[config.mk]
export PLATFORM = sky130hd
export DESIGN_NAME = pulse_meas_timer
export DESIGN_NICKNAME = d
export VERILOG_FILES = /design/src/rtl/pmt_pkg.sv /design/src/rtl/pmt_sync_edge.sv /design/src/rtl/pmt_src_sel.sv /design/src/rtl/pmt_counter.sv /design/src/rtl/pmt_regs.sv /design/src/rtl/pulse_meas_timer.sv
export SDC_FILE = /design/constraint.sdc
export NUM_CORES = 1
export LEC_CHECK = 0
export BUFFER_PORTS_ARGS = -buffer_cell sky130_fd_sc_hd__buf_2
export CORE_MARGIN = 2
export CORE_UTILIZATION = 25
export CTS_BUF_LIST = sky130_fd_sc_hd__clkbuf_2
export DETAILED_ROUTE_END_ITERATION = 8
export SLEW_MARGIN = 40
export SYNTH_ARGS = -nofsm -noshare
export SYNTH_HDL_FRONTEND = slang
export SYNTH_SLANG_ARGS = --single-unit
[constraint.sdc]
create_clock -name clk -period 2.62 [get_ports clk]
set_input_delay 0.524 -clock clk [delete_from_list [all_inputs] [get_ports clk]]
set_output_delay 0.524 -clock clk [all_outputs]
set_load 0.05 [all_outputs]
[src/rtl/pmt_pkg.sv]
package pmt_pkg;

   typedef enum logic [1:0] {
      MEAS_FALL  = 2'b00,
      MEAS_RISE  = 2'b01,
      MEAS_WIDTH = 2'b10,
      MEAS_RSVD  = 2'b11
   } meas_e;

   typedef enum logic [1:0] {
      SRC_BASE  = 2'b00,
      SRC_DIV8  = 2'b01,
      SRC_DIV32 = 2'b10,
      SRC_SUB32 = 2'b11
   } src_e;

   localparam logic [1:0] OPMODE_MEAS = 2'b10;

   localparam int MODE_ADDR = 0;
   localparam int CTRL_ADDR = 1;
   localparam int CAP_ADDR0 = 2;

endpackage

[src/rtl/pmt_sync_edge.sv]
module pmt_sync_edge #(
   parameter int STAGES = 2
) (
   input  logic clk,
   input  logic rst_n,
   input  logic din,
   output logic rise,
   output logic fall
);
   localparam int MSB = STAGES - 1;

   if (STAGES < 2) begin : g_bad_stages
      $error("pmt_sync_edge: STAGES must be at least 2");
   end

   logic [MSB:0] sh;
   logic         prev;

   always_ff @(posedge clk or negedge rst_n) begin
      if (!rst_n) begin
         sh   <= '0;
         prev <= 1'b0;
      end else begin
         sh   <= {sh[MSB-1:0], din};
         prev <= sh[MSB];
      end
   end

   assign rise = sh[MSB] & ~prev;
   assign fall = ~sh[MSB] & prev;
endmodule

[src/rtl/pmt_src_sel.sv]
module pmt_src_sel
   import pmt_pkg::*;
(
   input  src_e src,
   input  logic div2_sel,
   input  logic alt_src_en,
   input  logic ce_div1,
   input  logic ce_div2,
   input  logic ce_div8,
   input  logic ce_div32,
   input  logic ce_sub32,
   input  logic ce_alt,
   output logic tick
);
   logic field_tick;

   always_comb begin
      unique case (src)
         SRC_BASE:  field_tick = div2_sel ? ce_div2 : ce_div1;
         SRC_DIV8:  field_tick = ce_div8;
         SRC_DIV32: field_tick = ce_div32;
         SRC_SUB32: field_tick = ce_sub32;
         default:   field_tick = 1'b0;
      endcase
   end

   assign tick = alt_src_en ? ce_alt : field_tick;
endmodule

[src/rtl/pmt_counter.sv]
module pmt_counter #(
   parameter int CNT_W = 16
) (
   input  logic             clk,
   input  logic             rst_n,
   input  logic             run,
   input  logic             tick,
   input  logic             edge_hit,
   output logic [CNT_W-1:0] count,
   output logic [CNT_W-1:0] capture,
   output logic             irq,
   output logic             wrap
);
   logic armed;

   always_ff @(posedge clk or negedge rst_n) begin
      if (!rst_n) begin
         count   <= '0;
         capture <= '0;
         irq     <= 1'b0;
         armed   <= 1'b0;
      end else begin
         irq <= 1'b0;
         if (!run) begin
            armed <= 1'b0;
         end else if (edge_hit) begin
            if (armed) begin
               capture <= count;
               irq     <= 1'b1;
            end
            armed <= 1'b1;
            count <= tick ? CNT_W'(1) : '0;
         end else if (tick) begin
            count <= count + CNT_W'(1);
         end
      end
   end

   assign wrap = run & tick & ~edge_hit & (count == '1);
endmodule

[src/rtl/pmt_regs.sv]
module pmt_regs
   import pmt_pkg::*;
#(
   parameter int CNT_W  = 16,
   parameter int ADDR_W = 2
) (
   input  logic              clk,
   input  logic              rst_n,
   input  logic              wr_en,
   input  logic [ADDR_W-1:0] addr,
   input  logic [7:0]        wdata,
   input  logic              wrap,
   input  logic [CNT_W-1:0]  capture,
   output logic [7:0]        rdata,
   output logic [1:0]        opmode,
   output meas_e             meas,
   output src_e              src,
   output logic              start,
   output logic              ovf,
   output logic              mode_wr
);
   localparam int CAP_BYTES = CNT_W / 8;

   logic ctrl_wr;
   logic unused_wbits;
   logic [7:0] cap_byte [CAP_BYTES];

   assign mode_wr      = wr_en && (addr == ADDR_W'(MODE_ADDR));
   assign ctrl_wr      = wr_en && (addr == ADDR_W'(CTRL_ADDR));
   assign unused_wbits = ^wdata[5:4];

   always_ff @(posedge clk or negedge rst_n) begin
      if (!rst_n) begin
         opmode <= 2'b00;
         meas   <= MEAS_FALL;
         src    <= SRC_BASE;
         start  <= 1'b0;
         ovf    <= 1'b0;
      end else begin
         if (mode_wr) begin
            opmode <= wdata[1:0];
            meas   <= meas_e'(wdata[3:2]);
            src    <= src_e'(wdata[7:6]);
         end
         if (ctrl_wr) start <= wdata[0];
         if (wrap)         ovf <= 1'b1;
         else if (mode_wr) ovf <= 1'b0;
      end
   end

   for (genvar b = 0; b < CAP_BYTES; b++) begin : g_cap_bytes
      assign cap_byte[b] = capture[8*b +: 8];
   end

   always_comb begin
      rdata = 8'h00;
      if (addr == ADDR_W'(MODE_ADDR)) begin
         rdata = {src, ovf, 1'b0, meas, opmode};
      end else if (addr == ADDR_W'(CTRL_ADDR)) begin
         rdata = {7'b0, start};
      end else begin
         for (int i = 0; i < CAP_BYTES; i++) begin
            if (addr == ADDR_W'(CAP_ADDR0 + i)) rdata = cap_byte[i];
         end
      end
   end
endmodule

[src/rtl/pulse_meas_timer.sv]
module pulse_meas_timer
   import pmt_pkg::*;
#(
   parameter int CNT_W       = 16,
   parameter int SYNC_STAGES = 2,
   localparam int CAP_BYTES  = CNT_W / 8,
   localparam int NUM_REGS   = CAP_ADDR0 + CAP_BYTES,
   localparam int ADDR_W     = $clog2(NUM_REGS)
) (
   input  logic              clk,
   input  logic              rst_n,
   input  logic              reg_wr,
   input  logic [ADDR_W-1:0] reg_addr,
   input  logic [7:0]        reg_wdata,
   output logic [7:0]        reg_rdata,
   input  logic              pulse_in,
   input  logic              div2_sel,
   input  logic              alt_src_en,
   input  logic              ce_div1,
   input  logic              ce_div2,
   input  logic              ce_div8,
   input  logic              ce_div32,
   input  logic              ce_sub32,
   input  logic              ce_alt,
   output logic              cap_irq
);
   if ((CNT_W % 8) != 0 || CNT_W < 8 || CNT_W > 32) begin : g_bad_width
      $error("pulse_meas_timer: CNT_W must be 8, 16, 24 or 32");
   end

   logic [1:0]       opmode;
   meas_e            meas;
   src_e             src;
   logic             start;
   logic             ovf;
   logic             mode_wr;
   logic             run;
   logic             tick;
   logic             rise;
   logic             fall;
   logic             edge_hit;
   logic             wrap;
   logic [CNT_W-1:0] count;
   logic [CNT_W-1:0] capture;

   pmt_regs #(.CNT_W(CNT_W), .ADDR_W(ADDR_W)) u_regs (
      .clk(clk), .rst_n(rst_n), .wr_en(reg_wr), .addr(reg_addr),
      .wdata(reg_wdata), .wrap(wrap), .capture(capture), .rdata(reg_rdata),
      .opmode(opmode), .meas(meas), .src(src), .start(start), .ovf(ovf),
      .mode_wr(mode_wr)
   );

   pmt_sync_edge #(.STAGES(SYNC_STAGES)) u_sync (
      .clk(clk), .rst_n(rst_n), .din(pulse_in), .rise(rise), .fall(fall)
   );

   pmt_src_sel u_src (
      .src(src), .div2_sel(div2_sel), .alt_src_en(alt_src_en),
      .ce_div1(ce_div1), .ce_div2(ce_div2), .ce_div8(ce_div8),
      .ce_div32(ce_div32), .ce_sub32(ce_sub32), .ce_alt(ce_alt), .tick(tick)
   );

   assign run = start && (opmode == OPMODE_MEAS);

   always_comb begin
      unique case (meas)
         MEAS_FALL:  edge_hit = fall;
         MEAS_RISE:  edge_hit = rise;
         MEAS_WIDTH: edge_hit = rise | fall;
         default:    edge_hit = 1'b0;
      endcase
   end

   pmt_counter #(.CNT_W(CNT_W)) u_cnt (
      .clk(clk), .rst_n(rst_n), .run(run), .tick(tick), .edge_hit(edge_hit),
      .count(count), .capture(capture), .irq(cap_irq), .wrap(wrap)
   );
endmodule

# Word-level counts from Yosys, hierarchy flattened
# Index checks and enable logic that the tools add are counted.
# totals
ff_bits,45
inputBits,22
out_inout_bits,9
elab_cells,60
# classes
addsub,1
eq_ne,11
n_mux,18
bitwise,9
reduce_logical,10
# ops
op,n
16-bit two-way mux,2
8-bit two-way mux,4
16-bit by 1-bit adder with 16-bit output (second input constant),1
16-bit equality test (second input constant),1
2-bit equality test (second input constant),6
1-bit two-way mux,10
2-bit by 1-bit equality test with 1-bit output (second input constant),3
2-bit logical NOT,3
1-bit AND,5
1-bit case mux with 4 select lines,1
2-bit nonzero test,2
1-bit logical AND,3
1-bit NOT,3
1-bit case mux with 3 select lines,1
3-bit AND reduction,1
2-bit inequality test (second input constant),1
2-bit AND reduction,1
1-bit OR,1

# Depth between registers and ports, before layout
# Gate-level depths: netlist (run 1).
# logic_depth
ltp_word,8
depth_mapped,8
depth_no_buf,7

# Modules after synthesis
# From an unflattened synthesis (run 1), not the netlist that was laid out.
# unflattened
hier_cells,200
hier_area_um2,2273.4
# modules_own_cells
module,n_inst,cells_per_inst,area_per_inst_um2,seq_area_each_um2
pmt_counter,1,145,1597.8,850.8
pmt_regs,1,37,495.5,200.2
pmt_sync_edge,1,5,90.1,75.1
pmt_src_sel,1,8,61.3,0.0
pulse_meas_timer,1,5,28.8,0.0

# Least setup slack after synthesis (run 1)
# No wires, ideal clock.
# synth_timing
path_type,in2out
startpoint,input port reg_addr[1]
endpoint,output port reg_rdata[1]
arrival_time_ns,2.092
required_time_ns,2.096
setup_slack_ns,0.004
cell_stages,3
path_buffers,1
path_cell_list,clkbuf_1 mux2i_1 o21ai_0
# synth_via
elab_chain_len,5
word_cells_on_any_way,8
cone_classes,eq/ne (3); mux (4); reduce/logical (1)
# synth_rtl
element,line,text
start: declaration,pulse_meas_timer.sv:13,"input logic [ADDR_W-1:0] reg_addr,"
2-bit equality test,pmt_regs.sv:63,if (addr == ADDR_W'(CAP_ADDR0 + i)) rdata = cap_byte[i];
8-bit two-way mux (2 in series),pmt_regs.sv:63,
8-bit two-way mux,pmt_regs.sv:59,end else if (addr == ADDR_W'(CTRL_ADDR)) begin
8-bit two-way mux (*),pmt_regs.sv:57,if (addr == ADDR_W'(MODE_ADDR)) begin
end: declaration,pulse_meas_timer.sv:15,"output logic [7:0] reg_rdata,"
# Mark *: on every way between the ends. The rest lies on a longest branch, timed or not.

# Final worst setup path (run 1)
# layout_timing
startpoint,register u_sync.sh[1]
endpoint,register u_cnt.capture[8]
# layout_via
elab_chain_len,5
word_cells_on_any_way,6
cone_classes,mux (1); bitwise (4); reduce/logical (1)
# layout_rtl
element,line,text
start: declaration,pmt_sync_edge.sv:16,logic [MSB:0] sh;
start signal: assignment,pmt_sync_edge.sv:24,"sh <= {sh[MSB-1:0], din};"
1-bit NOT,pmt_sync_edge.sv:30,assign fall = ~sh[MSB] & prev;
1-bit AND,pmt_sync_edge.sv:30,
1-bit OR,pulse_meas_timer.sv:69,MEAS_WIDTH: edge_hit = rise | fall;
1-bit case mux with 3 select lines (*),pulse_meas_timer.sv:66,unique case (meas)
3-bit AND reduction (no source line) (*),-,
end signal: assignment,pmt_counter.sv:28,capture <= count;
end: declaration,pmt_counter.sv:10,"output logic [CNT_W-1:0] capture,"
# Marked as above.
# A chain may end at the register's enable or synchronous reset.

==> results of run 1 <==
==> registers in the layout, summed over array words and instances, names as in the netlist, 2 cells and up <==
register       flops
u_sync.sh          2
u_regs.opmode      2
u_regs.src         2
u_regs.meas        2
u_cnt.count       16
u_cnt.capture     16
==> worst register-to-register path, cell delays in order (launching register included) <==
cell and delay, ps:
dfrtp_1 450, ha_1 270, nand2b_1 150, a21oi_2 200, or2_1 220, nand3_2 410
mux2_1 470
==> how the worst min path moves through the flow <==
stage | start | end | slack, ps | cells past startpoint
finish | rst_n | u_regs.src[0] | 40 | 1
global route | rst_n | u_cnt.count[5] | 30 | 1
CTS | rst_n | u_cnt.count[9] | 30 | 1
detailed placement | u_sync.sh[0] | u_sync.sh[1] | 330 | 0
global placement | u_sync.sh[0] | u_sync.sh[1] | 330 | 0
floorplan | rst_n | u_cnt.armed | 230 | 0
==> cells by family (layout without fill, tap and decap cells) <==
logic type	count (synthesis)	after routing	synth area share
AO/OA/AOI/OAI	30	30	0.08824
AND/OR/NAND/NOR	94	94	0.2209
flip-flops	45	45	0.4813
adder cells (fa/ha/maj)	3	3	0.01604
multiplexers	33	33	0.1588
buffers and inverters	19	49	0.03476
==> per-stage QoR <==
| stage | utilization | std cells | hold WS, ps | power (mW) | worst slack, ps |
|---|---|---|---|---|---|
| global route | 0.2889 | 365 | 34.25 | 1.939 | 192.0 |
| global placement | 0.2842 | 357 | 334.8 | 1.504 | 438.0 |
| detailed placement | 0.2845 | 357 | 334.7 | 1.523 | 389.7 |
| CTS | 0.2889 | 365 | 33.31 | 1.817 | 366.2 |
| floorplan | - | 224 | 228.4 | 1.349 | 4.150 |
| finish | 0.2889 | 365 | 35.41 | 1.807 | 383.2 |
==> power breakdown <==
group	internal, mW	switching, mW
logic	0.234	0.343
registers	0.801	0.136
clock network	0.0671	0.227
==> routing by layer <==
metal / global-route usage / vias to the layer above
met5: 0 / -
met4: 0.03161 / 0
met3: 0.02427 / 6
met2: 0.1708 / 31
met1: 0.1614 / 877
li1: - / 887
==> layout make-up <==
type                            count  area [sq um]
Fill cell                         961          6509
Multi-Input combinational cell    160          1135
Sequential cell                    45          1126
Timing Repair Buffer               32         170.2
Tap cell                          111         138.9
Inverter                            9         33.78
Clock buffer                        6         30.03
Clock inverter                      2         10.01
==> layout by cell type (no fill, tap or decap), drive strengths merged, types with 3 or more instances in the layout <==
master and instances:
dfrtp 45, buf 32, nand2 27, nand3 24, mux2 23, o211ai 11
inv 9, mux2i 9, or4 9, o21ai 8, clkbuf 6, nor2 6
and3 4, a21oi 4, nor3 3, ha 3, nand4 3, or3 3
==> results by group, run 1 <==
Clock tree
  • CTS tree: done
  • CTS resizes: 0
  • CTS Buffer Depth: 2
  • Clock Pin Slew Worst Setup and Hold Paths: 230 ps
  • Clock latency on the worst-skew pair: between 400 and 500 ps
  • H-tree depth: 2
  • Clock Root Buffer: clkbuf_2
  • Clk sinks: 45
  • CTS Hold Buffers Added: 0
  • Num CTS Buffers: 5
  • Post-CTS setup buffer count: 0

Worst setup path
  • Worst Setup Start Kind: register
  • Cell family with most CP delay: simple AND/OR/NAND/NOR gates
  • CP startpoint: u_sync.sh[1]
  • Worst path bufs/invs: 0
  • Req. time, crit path: approximately 3000 ps
  • Worst path slowest cell: mux2_1
  • Critical Path AT: between 2000 and 3000 ps
  • RR Startpoint: u_sync.sh[1]
  • Crit-path max cell delay: around 460 ps
  • Critical Path End Type: register
  • Reg2reg setup slack: 380 ps
  • CP endpoint: u_cnt.capture[8]
  • Reg-to-Reg End: u_cnt.capture[8]
  • Crit path cell chain: ha_1 > nand2b_1 > a21oi_2 > or2_1 > nand3_2 > mux2_1
  • R2R depth: 6
  • CP max FO: 17
  • Setup CP Type: reg -> reg
  • WP depth: 6

STA
  • Period utilization: 0.8538
  • Clock Skews: 16.34 ps
  • Setup tns final: 0 ps
  • Slew headroom: 0.4900
  • RSZ-0062 raised after global routing: false
  • Worst slew pin tran: around 760 ps
  • Final min period: between 2000 and 2500 ps
  • Final setup vio count: 0
  • Pins Over Slew Limit: 0
  • Fin. Hold Viols: 0
  • Fmax achieved: 447.1 MHz

Route
  • First-pass DRT Iterations: 4
  • Initial DRC Count: 115
  • Met3 routed WL: between 150 and 200 um
  • WL/cell: 14.83 um
  • Final ANT Viol Nets: 0
  • Via count: 1801
  • Top layer in use: met4
  • Drt via density: ~4.9
  • Wire length on met2: 2.352 mm
  • Total Wirelength: between 5 and 6 mm
  • Routed length on met1: 2.789 mm
  • Final routed DRC violation total: 0

Placement
  • Placed instance area: 0.002604 sq mm
  • Half-perimeter wire length after placement: around 3.9 mm
  • Port Buffer Count: 28
  • Gpl congestion: between 0.7 and 0.8

Finish
  • Diodes inserted: 0
  • Share of post-route cells with drive strength above 1: 0.2480
  • Layout net count: between 200 and 300
  • Layout area overhead: 12.99%
  • Fin area: 0.002644 sq mm

Yosys
  • Synth area leader: dfrtp_1
  • Top post-synthesis cells by area: dfrtp_1, mux2_2, nand3_1
  • Syn. warnings: 0
  • Flops & latches, synth: 45
  • Synth top area share: 0.4813
  • Part of the Yosys area used for sequential elements: 0.4813
  • Synthesized instance count: 224
  • Syn_area_per_cell: ~10 sq um
  • Mapped Area: 0.002340 sq mm
  • Commonest cells in the netlist: dfrtp_1, nand2_1, nand3_1
  • Count leader, synth: dfrtp_1
  • Netlist cell types: 43
  • Top FF cell, synth: dfrtp_1
  • Syn nets: 249
  • Share of flip-flops with an asynchronous set or reset: 1.000
  • Number of synthesized flops with an enable pin: 0

Pwr
  • Worst VDD drop: 197.3 uV
  • PD cells: 683.3 mW/mm^2
  • Leakage: about 1.2 nW

Global route
  • Gr ovfl total: 0
  • Largest net degree at the start of global routing: 23
  • Global-route wire length before repair: 8.783 mm
  • Overall routing resource usage: 0.1125
  • Antenna violations before repair: 0
  • Vias in the first global route: 1722

Die
  • Die Footprint: 0.01015 sq mm
  • CORE AREA: 0.009153 sq mm
  • Starting Density: 0.2556
  • Rows: 35
  • Die H: around 100 um
  • Num ports: 31
  • Die width: between 100 and 150 um

Min path
  • Hold crit path type: in -> async

Flow run
  • Max Cap Violations: 0

Run status
  • Status: finished clean
Power figures use the tool's default switching activity.
==> run 2, diff against run 1 <==
clock period = 2.8 ns   (was 2.62 ns; I/O delays follow)
==> results by group, run 2 (synthesis results as in run 1) <==
Run status
  • Status: finished clean

Pwr
  • PD cells: 674.8 mW/mm^2 (-1.2%)
  • Leakage: 1.222 nW (+1.2%)
  • Worst VDD drop: 245.4 uV (+24%)

Route
  • Drt via density: 4.956 (+0.45%)
  • Final ANT Viol Nets: 0 (unchanged)
  • Final routed DRC violation total: 0 (unchanged)
  • Initial DRC Count: 102 (-11%)
  • Via count: 1814 (+0.72%)
  • First-pass DRT Iterations: 4 (unchanged)
  • Total Wirelength: 5.537 mm (+2.3%)
  • WL/cell: 15.13 um (+2.0%)

Clock tree
  • CTS resizes: 0 (unchanged)
  • Post-CTS setup buffer count: 0 (unchanged)
  • Clk sinks: 45 (unchanged)
  • CTS tree: done
  • Clock Pin Slew Worst Setup and Hold Paths: 260 ps (+30 ps)
  • Num CTS Buffers: 5 (unchanged)
  • H-tree depth: 2 (unchanged)
  • Clock latency on the worst-skew pair: 430 ps (about the same)
  • CTS Buffer Depth: 2 (unchanged)
  • CTS Hold Buffers Added: 0 (unchanged)
  • Clock Root Buffer: clkbuf_2

Min path
  • Hold crit path type: in -> async

Placement
  • Port Buffer Count: 28 (unchanged)
  • Gpl congestion: 0.7878 (+1.8%)
  • Half-perimeter wire length after placement: 3.943 mm (+0.88%)

Finish
  • Final core occ: 0.2926 (+0.003691)
  • Diodes inserted: 0 (unchanged)
  • Top Registers: u_cnt.capture (16), u_cnt.count (16)
  • Commonest non-fill, non-tap cells in the layout: dfrtp_1, buf_2, nand2_1, nand3_1, mux2_2
  • Layout net count: 279 (+0.36%)
  • Commonest non-fill, non-tap cell in the layout: dfrtp_1
  • Layout area overhead: 14.44%
  • Share of post-route cells with drive strength above 1: 0.2471 (-0.0009727)

STA
  • Period utilization: 0.7936 (-0.06017)
  • Fin. Hold Viols: 0 (unchanged)
  • Fmax achieved: 450.0 MHz (+0.67%)
  • Worst slew pin tran: 500.5 ps (-263.7 ps)
  • Setup tns final: 0 ps (unchanged)
  • Slew headroom: 0.6663 (+0.1764)
  • Final min period: 2222 ps (-14.79 ps)
  • Pins Over Slew Limit: 0 (unchanged)
  • RSZ-0062 raised after global routing: false
  • Clock Skews: 28.32 ps (+11.97 ps)
  • Final setup vio count: 0 (unchanged)

Worst setup path
  • Worst Setup Start Kind: register
  • R2R depth: 7 (+1)
  • Setup CP Type: reg -> reg
  • Critical Path End Type: register
  • Reg2reg setup slack: 580 ps (+190 ps)
  • RR Startpoint: u_sync.prev
  • Critical Path AT: 2540 ps (-30 ps)
  • CP max FO: 17 (unchanged)
  • Req. time, crit path: 3120 ps (+170 ps)
  • Reg-to-Reg End: u_cnt.capture[7]

Die
  • CORE AREA: 0.009153 sq mm (unchanged)
  • Die width: 100.7 um (unchanged)
  • Starting Density: 0.2556 (unchanged)
  • Num ports: 31 (unchanged)
  • Die Footprint: 0.01015 sq mm (unchanged)
  • Rows: 35 (unchanged)
  • Die H: 100.7 um (unchanged)

Global route
  • Global-route wire length before repair: 9.294 mm (+5.8%)
  • Antenna violations before repair: 0 (unchanged)
  • Largest net degree at the start of global routing: 22 (-4.3%)
  • Vias in the first global route: 1827 (+6.1%)
  • Gr ovfl total: 0 (unchanged)
  • Overall routing resource usage: 0.1187 (+0.006279)

Flow run
  • Max Cap Violations: 0 (unchanged)
==> run 2: routing by layer <==
layer	vias to the layer above	GRT usage	wire length, um
met5	-	0	0
met1	886	0.1648	2804
li1	886	-	-
met4	0	0.04004	97
met3	6	0.02705	224
met2	36	0.1826	2411
==> run 2: report_power, final <==
part           leakage (nW)  switching (mW)  total, mW  internal [mW]
sequential            0.539           0.132      0.881          0.749
combinational         0.640           0.318      0.539          0.221
clock                0.0432           0.230      0.387          0.156
==> run 2: worst max-delay path by stage <==
stage                            from                to  slack [ps]
after floorplan           reg_addr[1]      reg_rdata[1]         110
after global placement    reg_addr[1]      reg_rdata[1]         650
after detailed placement  u_sync.prev  u_cnt.capture[2]         580
after CTS                 u_sync.prev  u_cnt.capture[7]         550
after global routing      u_sync.prev  u_cnt.capture[2]         440
final                     u_sync.prev  u_cnt.capture[7]         580
==> run 2: worst max-delay path, stage by stage, from the launching register on <==
cell and delay [ps]:
dfrtp_1 410, inv_1 50, ha_1 270, nand2b_1 150, a21oi_2 190, or2_1 200, nand3_2 400, mux2_1 460
==> run 2: cell type report <==
cell class,count,area [sq um]
fill,968,6475
multi-input combinational,160,1132
sequential,45,1126
timing repair buffer,33,177.7
tap,111,138.9
clock inverter,2,38.79
inverter,9,33.78
clock buffer,6,30.03
==> run 2: per-stage QoR <==
step / total power [mW] / std cells / cell area (sq um) / worst slack (ps) / hold slack, ps
6_report: 1.807 / 366 / 2678 / 578.0 / 43.38
5_1_grt: 1.935 / 366 / 2678 / 435.7 / 51.48
4_1_cts: 1.808 / 366 / 2678 / 552.9 / 79.82
3_5_place_dp: 1.429 / 358 / 2609 / 580.2 / 337.2
3_3_place_gp: 1.407 / 358 / 2609 / 647.9 / 334.1
2_1_floorplan: 1.262 / 224 / 2340 / 112.2 / 264.4
